<file path="config.mk">
export PLATFORM = sky130hd
export DESIGN_NAME = chreq_bank
export DESIGN_NICKNAME = d
export VERILOG_FILES = /design/src/rtl/chreq_pkg.sv /design/src/rtl/chreq_idx_dec.sv /design/src/rtl/chreq_flag_bank.sv /design/src/rtl/chreq_rd_mux.sv /design/src/rtl/chreq_bank.sv
export SDC_FILE = /design/constraint.sdc
export NUM_CORES = 1
export LEC_CHECK = 0
export ABC_CLOCK_PERIOD_IN_PS = 1500
export BUFFER_PORTS_ARGS = -buffer_cell sky130_fd_sc_hd__buf_4
export CAP_MARGIN = 0
export CORE_MARGIN = 2
export CORE_UTILIZATION = 35
export CTS_BUF_LIST = sky130_fd_sc_hd__clkbuf_16
export CTS_CLUSTER_DIAMETER = 80
export DETAILED_ROUTE_END_ITERATION = 10
export SYNTH_ARGS = -nofsm -noshare
export SYNTH_HDL_FRONTEND = slang
export SYNTH_HIERARCHICAL = 1
export SYNTH_SLANG_ARGS = --single-unit
</file>
<file path="constraint.sdc">
create_clock -name clk -period 1.5 [get_ports clk]
set_clock_uncertainty 0.2 [all_clocks]
set_input_delay 0.075 -clock clk [delete_from_list [all_inputs] [get_ports clk]]
set_output_delay 0.075 -clock clk [all_outputs]
set_load 0.1 [all_outputs]
</file>
<file path="src/rtl/chreq_pkg.sv">
package chreq_pkg;
  localparam int ADDR_W = 4;
  localparam int WORD_W = 32;
  localparam int MAP_W  = 64;

  // command registers: written value is a channel number
  localparam logic [ADDR_W-1:0] A_ENA_SET = 4'h0;
  localparam logic [ADDR_W-1:0] A_ENA_CLR = 4'h1;
  localparam logic [ADDR_W-1:0] A_IRQ_CLR = 4'h2;
  localparam logic [ADDR_W-1:0] A_ERR_CLR = 4'h3;
  localparam logic [ADDR_W-1:0] A_DNE_CLR = 4'h4;
  localparam int NUM_CMD = 5;

  // bitmap read words
  localparam logic [ADDR_W-1:0] A_HRQ_LO = 4'h6;
  localparam logic [ADDR_W-1:0] A_HRQ_HI = 4'h7;
  localparam logic [ADDR_W-1:0] A_ENA_LO = 4'h8;
  localparam logic [ADDR_W-1:0] A_ENA_HI = 4'h9;
  localparam logic [ADDR_W-1:0] A_IRQ_LO = 4'hA;
  localparam logic [ADDR_W-1:0] A_IRQ_HI = 4'hB;
  localparam logic [ADDR_W-1:0] A_ERR_LO = 4'hC;
  localparam logic [ADDR_W-1:0] A_ERR_HI = 4'hD;
  localparam logic [ADDR_W-1:0] A_DNE_LO = 4'hE;
  localparam logic [ADDR_W-1:0] A_DNE_HI = 4'hF;
endpackage

</file>
<file path="src/rtl/chreq_idx_dec.sv">
module chreq_idx_dec
  import chreq_pkg::*;
#(
  parameter int NUM_CH = 40,
  parameter int TARGET = 0
) (
  input  logic              wr_en,
  input  logic [ADDR_W-1:0] addr,
  input  logic [WORD_W-1:0] wdata,
  output logic [NUM_CH-1:0] mask
);
  logic hit;
  assign hit = wr_en && (addr == ADDR_W'(TARGET));

  // one comparator per channel; a value >= NUM_CH matches none
  for (genvar i = 0; i < NUM_CH; i++) begin : g_bit
    assign mask[i] = hit && (wdata == WORD_W'(i));
  end
endmodule

</file>
<file path="src/rtl/chreq_flag_bank.sv">
module chreq_flag_bank #(
  parameter int NUM_CH = 40
) (
  input  logic              clk,
  input  logic              rst,
  input  logic [NUM_CH-1:0] sw_set,
  input  logic [NUM_CH-1:0] sw_clr,
  input  logic [NUM_CH-1:0] hw_set,
  output logic [NUM_CH-1:0] flags_q
);
  logic [NUM_CH-1:0] pend_q;
  logic [NUM_CH-1:0] flags_d;

  // a clear beats any set in its own cycle; an engine event that lost
  // to a clear is held one cycle and applied unconditionally next
  always_comb begin
    flags_d = ((flags_q | sw_set | hw_set) & ~sw_clr) | pend_q;
  end

  always_ff @(posedge clk) begin
    if (rst) begin
      flags_q <= '0;
      pend_q  <= '0;
    end else begin
      flags_q <= flags_d;
      pend_q  <= hw_set & sw_clr;
    end
  end


  hw_set_chk: assert property (@(posedge clk) disable iff (rst)
    ((hw_set & ~sw_clr) != '0) |=> ((flags_q & $past(hw_set & ~sw_clr)) == $past(hw_set & ~sw_clr)));


  clr_first_chk: assert property (@(posedge clk) disable iff (rst)
    ((hw_set & sw_clr & ~pend_q) != '0) |=> ((flags_q & $past(hw_set & sw_clr & ~pend_q)) == '0));


  late_set_chk: assert property (@(posedge clk) disable iff (rst)
    ((hw_set & sw_clr) != '0) |-> ##2 ((flags_q & $past(hw_set & sw_clr, 2)) == $past(hw_set & sw_clr, 2)));
endmodule

</file>
<file path="src/rtl/chreq_rd_mux.sv">
module chreq_rd_mux
  import chreq_pkg::*;
#(
  parameter int NUM_CH = 40
) (
  input  logic              clk,
  input  logic              rst,
  input  logic [ADDR_W-1:0] addr,
  input  logic [NUM_CH-1:0] ena,
  input  logic [NUM_CH-1:0] irq,
  input  logic [NUM_CH-1:0] err,
  input  logic [NUM_CH-1:0] dne,
  input  logic [NUM_CH-1:0] hrq,
  output logic [WORD_W-1:0] rdata
);
  logic [MAP_W-1:0] p_ena, p_irq, p_err, p_dne, p_hrq;
  logic [WORD_W-1:0] sel;

  always_comb begin
    p_ena = '0; p_ena[NUM_CH-1:0] = ena;
    p_irq = '0; p_irq[NUM_CH-1:0] = irq;
    p_err = '0; p_err[NUM_CH-1:0] = err;
    p_dne = '0; p_dne[NUM_CH-1:0] = dne;
    p_hrq = '0; p_hrq[NUM_CH-1:0] = hrq;
    case (addr)
      A_HRQ_LO: sel = p_hrq[WORD_W-1:0];
      A_HRQ_HI: sel = p_hrq[MAP_W-1:WORD_W];
      A_ENA_LO: sel = p_ena[WORD_W-1:0];
      A_ENA_HI: sel = p_ena[MAP_W-1:WORD_W];
      A_IRQ_LO: sel = p_irq[WORD_W-1:0];
      A_IRQ_HI: sel = p_irq[MAP_W-1:WORD_W];
      A_ERR_LO: sel = p_err[WORD_W-1:0];
      A_ERR_HI: sel = p_err[MAP_W-1:WORD_W];
      A_DNE_LO: sel = p_dne[WORD_W-1:0];
      A_DNE_HI: sel = p_dne[MAP_W-1:WORD_W];
      default:  sel = '0;
    endcase
  end

  always_ff @(posedge clk) begin
    if (rst) rdata <= '0;
    else     rdata <= sel;
  end
endmodule

</file>
<file path="src/rtl/chreq_bank.sv">
module chreq_bank
  import chreq_pkg::*;
#(
  parameter int NUM_CH = 40
) (
  input  logic              clk,
  input  logic              rst,
  input  logic              wr_en,
  input  logic [ADDR_W-1:0] addr,
  input  logic [WORD_W-1:0] wdata,
  output logic [WORD_W-1:0] rdata,
  input  logic [NUM_CH-1:0] hw_req,
  input  logic [NUM_CH-1:0] eng_done,
  input  logic [NUM_CH-1:0] eng_err,
  output logic [NUM_CH-1:0] req_en_o,
  output logic              irq_o
);
  localparam int CH_W = (NUM_CH > 1) ? $clog2(NUM_CH) : 1;

  logic [NUM_CMD-1:0][NUM_CH-1:0] cmd;
  logic [NUM_CH-1:0] irq_q, err_q, dne_q, hrq_q;
  logic [NUM_CH-1:0] none;
  assign none = '0;

  for (genvar k = 0; k < NUM_CMD; k++) begin : g_dec
    chreq_idx_dec #(.NUM_CH(NUM_CH), .TARGET(k)) u_dec (
      .wr_en(wr_en), .addr(addr), .wdata(wdata), .mask(cmd[k])
    );
  end

  chreq_flag_bank #(.NUM_CH(NUM_CH)) u_ena (
    .clk(clk), .rst(rst), .sw_set(cmd[int'(A_ENA_SET)]), .sw_clr(cmd[int'(A_ENA_CLR)]),
    .hw_set(none), .flags_q(req_en_o)
  );
  chreq_flag_bank #(.NUM_CH(NUM_CH)) u_irq (
    .clk(clk), .rst(rst), .sw_set(none), .sw_clr(cmd[int'(A_IRQ_CLR)]),
    .hw_set(eng_done), .flags_q(irq_q)
  );
  chreq_flag_bank #(.NUM_CH(NUM_CH)) u_err (
    .clk(clk), .rst(rst), .sw_set(none), .sw_clr(cmd[int'(A_ERR_CLR)]),
    .hw_set(eng_err), .flags_q(err_q)
  );
  chreq_flag_bank #(.NUM_CH(NUM_CH)) u_dne (
    .clk(clk), .rst(rst), .sw_set(none), .sw_clr(cmd[int'(A_DNE_CLR)]),
    .hw_set(eng_done), .flags_q(dne_q)
  );

  always_ff @(posedge clk) begin
    if (rst) begin
      hrq_q <= '0;
      irq_o <= 1'b0;
    end else begin
      hrq_q <= hw_req;
      irq_o <= |irq_q;
    end
  end

  chreq_rd_mux #(.NUM_CH(NUM_CH)) u_rd (
    .clk(clk), .rst(rst), .addr(addr), .ena(req_en_o), .irq(irq_q),
    .err(err_q), .dne(dne_q), .hrq(hrq_q), .rdata(rdata)
  );


  ena_set_chk: assert property (@(posedge clk) disable iff (rst)
    (wr_en && addr == A_ENA_SET && wdata < NUM_CH) |=> req_en_o[$past(wdata[CH_W-1:0])]);


  ena_clr_chk: assert property (@(posedge clk) disable iff (rst)
    (wr_en && addr == A_ENA_CLR && wdata < NUM_CH) |=> !req_en_o[$past(wdata[CH_W-1:0])]);


  bad_idx_chk: assert property (@(posedge clk) disable iff (rst)
    (wr_en && wdata >= NUM_CH) |=> $stable(req_en_o));


  hrq_sample_chk: assert property (@(posedge clk) disable iff (rst)
    !$past(rst) |-> (hrq_q == $past(hw_req)));


  irq_hi_chk: assert property (@(posedge clk) disable iff (rst)
    (irq_q != '0) |=> irq_o);


  irq_lo_chk: assert property (@(posedge clk) disable iff (rst)
    (irq_q == '0) |=> !irq_o);
endmodule

</file>
=== Word level (Yosys, flattened, before mapping) ===
Index checks and enable logic that the tools add are counted.

* Flip-flop bits (word level): 353
* Input port bits: 159
* Output and inout port bits: 73
* Logic and storage cells: 290

* Equality and inequality tests: 53
* Mux-type cells: 1
* Bitwise logic cells: 18
* Reduce and logical (&&, ||, !) cells: 208

{| class="wikitable"
|+ Operators by type and width
! kind !! count
|-
| $eq 32x5->1 const B || 16
|-
| $pmux 32 s10 || 1
|-
| $and 40x40->40 || 7
|-
| $or 40x40->40 || 7
|-
| $eq 32x4->1 const B || 8
|-
| $eq 32x6->1 const B || 8
|-
| $logic_and 1x1->1 || 205
|-
| $not 40->40 || 4
|-
| $eq 32x3->1 const B || 4
|-
| $eq 32x2->1 const B || 2
|-
| $reduce_or 40->1 || 1
|-
| $eq 32x1->1 const B || 1
|-
| $eq 4x4->1 const B || 8
|-
| $logic_not 32->1 || 1
|-
| $eq 4x3->1 const B || 3
|-
| $eq 4x2->1 const B || 2
|-
| $eq 4x1->1 const B || 1
|-
| $logic_not 4->1 || 1
|}

=== Logic depth before layout (Yosys ltp) ===
* Depth in word-level cells: 6
* Mapped depth: 7
* Depth with buffers taken out: 5

=== By module ===
The synthesis kept the hierarchy.

{| class="wikitable"
|+ Modules (own cells, without submodules)
! module !! instances !! cells an instance !! area each (µm²) !! sequential area each (µm²)
|-
| chreq_flag_bank || 4 || 289 || 2879.0 || 1601.5
|-
| chreq_rd_mux || 1 || 282 || 2369.8 || 640.6
|-
| chreq_idx_dec at g_dec[1].u_dec ... || 2 || 123 || 1004.7 || 0.0
|-
| chreq_bank || 1 || 99 || 1183.6 || 820.8
|-
| chreq_idx_dec at g_dec[4].u_dec || 1 || 123 || 998.5 || 0.0
|-
| chreq_idx_dec at g_dec[3].u_dec || 1 || 80 || 475.5 || 0.0
|-
| chreq_idx_dec at g_dec[0].u_dec || 1 || 80 || 469.2 || 0.0
|}

=== Least setup slack after synthesis ===
OpenSTA, ideal clock, no wires.

* Kind: reg2reg
* Start point: reg u_ena.flags_q[2]
* End point: reg u_rd.rdata[2]
* Library setup time: 70 ps
* Data arrival time: 1501 ps
* Data required time: 1230 ps
* Path slack: -271 ps
* Cell stages (with the launch flop): 4
* Path buffers: 0
* Clock period less this slack: 1771 ps
* Cell sequence: dfxtp_1 > mux2i_1 > o221a_2 > a21oi_1

* Longest elaborated chain between the ends: 1

{| class="wikitable"
|+ RTL lines
! element !! line !! RTL
|-
| from (decl) || chreq_flag_bank.sv:9 || <nowiki>output logic [NUM_CH-1:0] flags_q</nowiki>
|-
| from (signal assigned) || chreq_flag_bank.sv:25 || <nowiki>flags_q <= flags_d;</nowiki>
|-
| $pmux 32 s10 || chreq_rd_mux.sv:25 || <nowiki>case (addr)</nowiki>
|-
| to (signal assigned) || chreq_rd_mux.sv:42 || <nowiki>else rdata <= sel;</nowiki>
|-
| to (decl) || chreq_rd_mux.sv:14 || <nowiki>output logic [WORD_W-1:0] rdata</nowiki>
|}

Every way passes these cells.
A chain may end at the register's enable or synchronous reset.

=== Worst setup path after layout ===
* Start point: reg u_ena.flags_q[29]
* End point: out req_en_o[29]

{| class="wikitable"
|+ RTL lines
! element !! line !! RTL
|-
| to (decl) || chreq_bank.sv:15 || <nowiki>output logic [NUM_CH-1:0] req_en_o,</nowiki>
|}

No word-level cell between the ends.

==> results.yml <==
cts:
  clk_pin_slew_worst_paths_ns: 0.06
  cts.sinks: 393
  clk_path_buf_depth: 3
  root_buffer: "clkbuf_16"
  cts-htree-levels: 2
  cts_made_buffers: 45
  cts_tree: "built"
  clock_latency_ns: 0.60
yosys:
  avgSynthCellArea_um2: 9.21
  ys_ff_latch: 393
  async_flop_share: 0
  synth_edf_count: 0
  synth_ff_type: "dfxtp_1"
  netlist-cell-type-count: 50
  synth_area_mm2: 0.0190
  yosysSeqAreaShare: 0.414
  syn_inst: 2066
  yosys_warnings: 6
layout:
  syn_to_final_growth_pct: 47.4
  drive_above_1_share: 0.349
  nets: 3042
  stdcell_area_mm2: 0.0280
  antennaDiodeCount: 0
  stdcell_count: 3612
  fill_cells: 4919
  final_common_cell: "buf_4"
  fin_util: 0.521
  mostFrequentLayoutCells: "buf_4, dfxtp_1, nand2_1"
timing:
  tightest_slew_ns: 0.940
  period_needed_ns: 1.55
  hold_violations: 170
  fin_ws_ns: -0.0457
  setup_viol: 2
  rsz0062_at_grt: "true"
  drv_slew: 0
  fin_crit_sh: 1.03
  whs_ns: -0.452
  fmax_ghz: 0.647
  slew_headroom: 0.371
setup_path:
  end_kind: "primary output"
  path_class: "flop to primary output"
  start_kind: "flop"
  reg2reg_depth: 4
  critical_path_arrival_ns: 1.27
  critPathMaxFanout: 2
  worst_ep_required_time_ns: 1.22
routing:
  drcViolationCount: 0
  routed_wl_um: 72400
  first_iter_violations: 1442
  avgRoutedWirePerCell_um: 20.0
  via_per_inst: 5.13
  vias: 18500
  first_pass_iters: 8
  antenna_left: 0
floorplanning:
  rows: 85
  dieArea_mm2: 0.0562
  core_area_mm2: 0.0538
  start_util: 0.353
  fp.dieW_um: 237
  chipHeight_um: 237
  boundaryPins: 232
global_route:
  first_global_vias: 18500
  grt_max_degree: 117
  track_usage: 0.251
  grt_pass1_wl_um: 108000
  antenna_found_initial: 0
  overflow: 0
power:
  p_per_area_mw_per_mm2: 954
  clockPowerShare: 0.423
  power_frac_seq: 0.422
  swShare: 0.277
  p_int_w: 0.0193
  combPwrFrac: 0.155
  total_power_w: 0.0267
  power_switching_w: 0.00740
  p_leak_nw: 10.8
  ir_drop_v: 0.000896
hold_path:
  hold_class: "input port to flop"
  min_path_cells: 2
run_status:
  violations: "hold timing, setup timing"
  status: "finished with violations"
placement:
  dpl.hpwl_um: 53400
  preCtsSetupSlack_ns: -0.601
  dpl_cell_area_mm2: 0.0242
  dpl.cell_count: 3372
  place.port_buffers: 231
  place_congestion: 0.928
flow_run:
  cap_violations: 0
[metrics by stage]
stage | TNS [ns] | hold slack (ns)
6_report | -0.0808 | -0.452
5_1_grt | -0.128 | -0.454
4_1_cts | -0.120 | -0.480
3_5_place_dp | -111.31 | 0.0901
3_3_place_gp | -101.27 | 0.0912
2_1_floorplan | 0 | -0.0534
[layout make-up]
type,count,area [um2],share of cell area
clock buffer,45,1130,0.0402
timing repair buffer,697,6600,0.235
tap,696,871,0.0311
multi-input combinational,1746,11100,0.397
clock inverter,35,359,0.0128
sequential,393,7960,0.284
[synthesized netlist by cell type, drive strengths merged, types with 9 or more instances]
cell,count,area [um2]
nand3,11,55.1
clkbuf,13,48.8
a22o,43,377
nor4,206,1420
nor2,188,708
a21oi,21,105
a22oi,29,218
a221oi,9,78.8
dfxtp,393,7870
mux2i,19,190
nand4,25,188
nand2,308,1160
and4bb,15,188
buf,113,866
nor2b,209,1310
nor3,365,3240
nor4b,37,472
[critical path, stage by stage (launching register included)]
cell and delay [ns]:
dfxtp_4 0.39, buf_6 0.13, buf_12 0.17
[flip-flops by register name (all words and copies together) (netlist names)]
| register | count |
|---|---|
| u_irq/flags_q | 40 |
| u_err/flags_q | 40 |
| irq_o | 1 |
| u_rd/rdata | 32 |
| u_irq/pend_q | 40 |
| u_dne/flags_q | 40 |
| hrq_q | 40 |
| u_dne/pend_q | 40 |
| u_ena/flags_q | 40 |
| u_err/pend_q | 40 |
| u_ena/pend_q | 40 |
[kinds of logic after synthesis]
family / after synthesis / share of synthesized area
buf+inv: 126 / 0.0481
other cells: 1 / 0.000197
mux: 25 / 0.0135
flops: 393 / 0.414
simple gates: 1393 / 0.472
compound gates: 128 / 0.0528
[worst paths after layout]
kind              slack (ns)                          from                           to
setup / recovery       -0.05  u_ena/flags_q[29]$_SDFF_PP0_                 req_en_o[29]
hold / removal         -0.45                           rst  u_irq/pend_q[35]$_SDFF_PP0_
setup reg to reg       -0.04  u_irq/flags_q[34]$_SDFF_PP0_             irq_o$_SDFF_PP0_
hold reg to reg         0.26  u_err/flags_q[26]$_SDFF_PP0_    u_rd/rdata[26]$_SDFF_PP0_
[timing repair]
action / in CTS / in global routing
setup endpoints to repair: 61 / 45
gates cloned: 0 / 1
buffers inserted: 3 / 1
pin swaps: 0 / 3
hold buffers: 156 / 1
endpoints found under the hold margin: 334 / 151
gates resized for setup: 165 / 24
[power groups by stage]
stage	combinational (W)	clock, W	sequential (W)
floorplan	0.00132	0	0.0120
global placement	0.00348	0	0.0115
detailed placement	0.00355	0	0.0115
CTS	0.00408	0.0115	0.0113
global route	0.00436	0.0119	0.0113
finish	0.00415	0.0113	0.0113
[metal layers]
layer | GRT usage | vias up | part of all wire
li1 | - | 8873 | -
met1 | 0.323 | 8879 | 0.42
met2 | 0.420 | 639 | 0.47
met3 | 0.0373 | 140 | 0.062
met4 | 0.105 | 0 | 0.042
met5 | 0 | - | 0
Power figures use the tool's default switching activity.
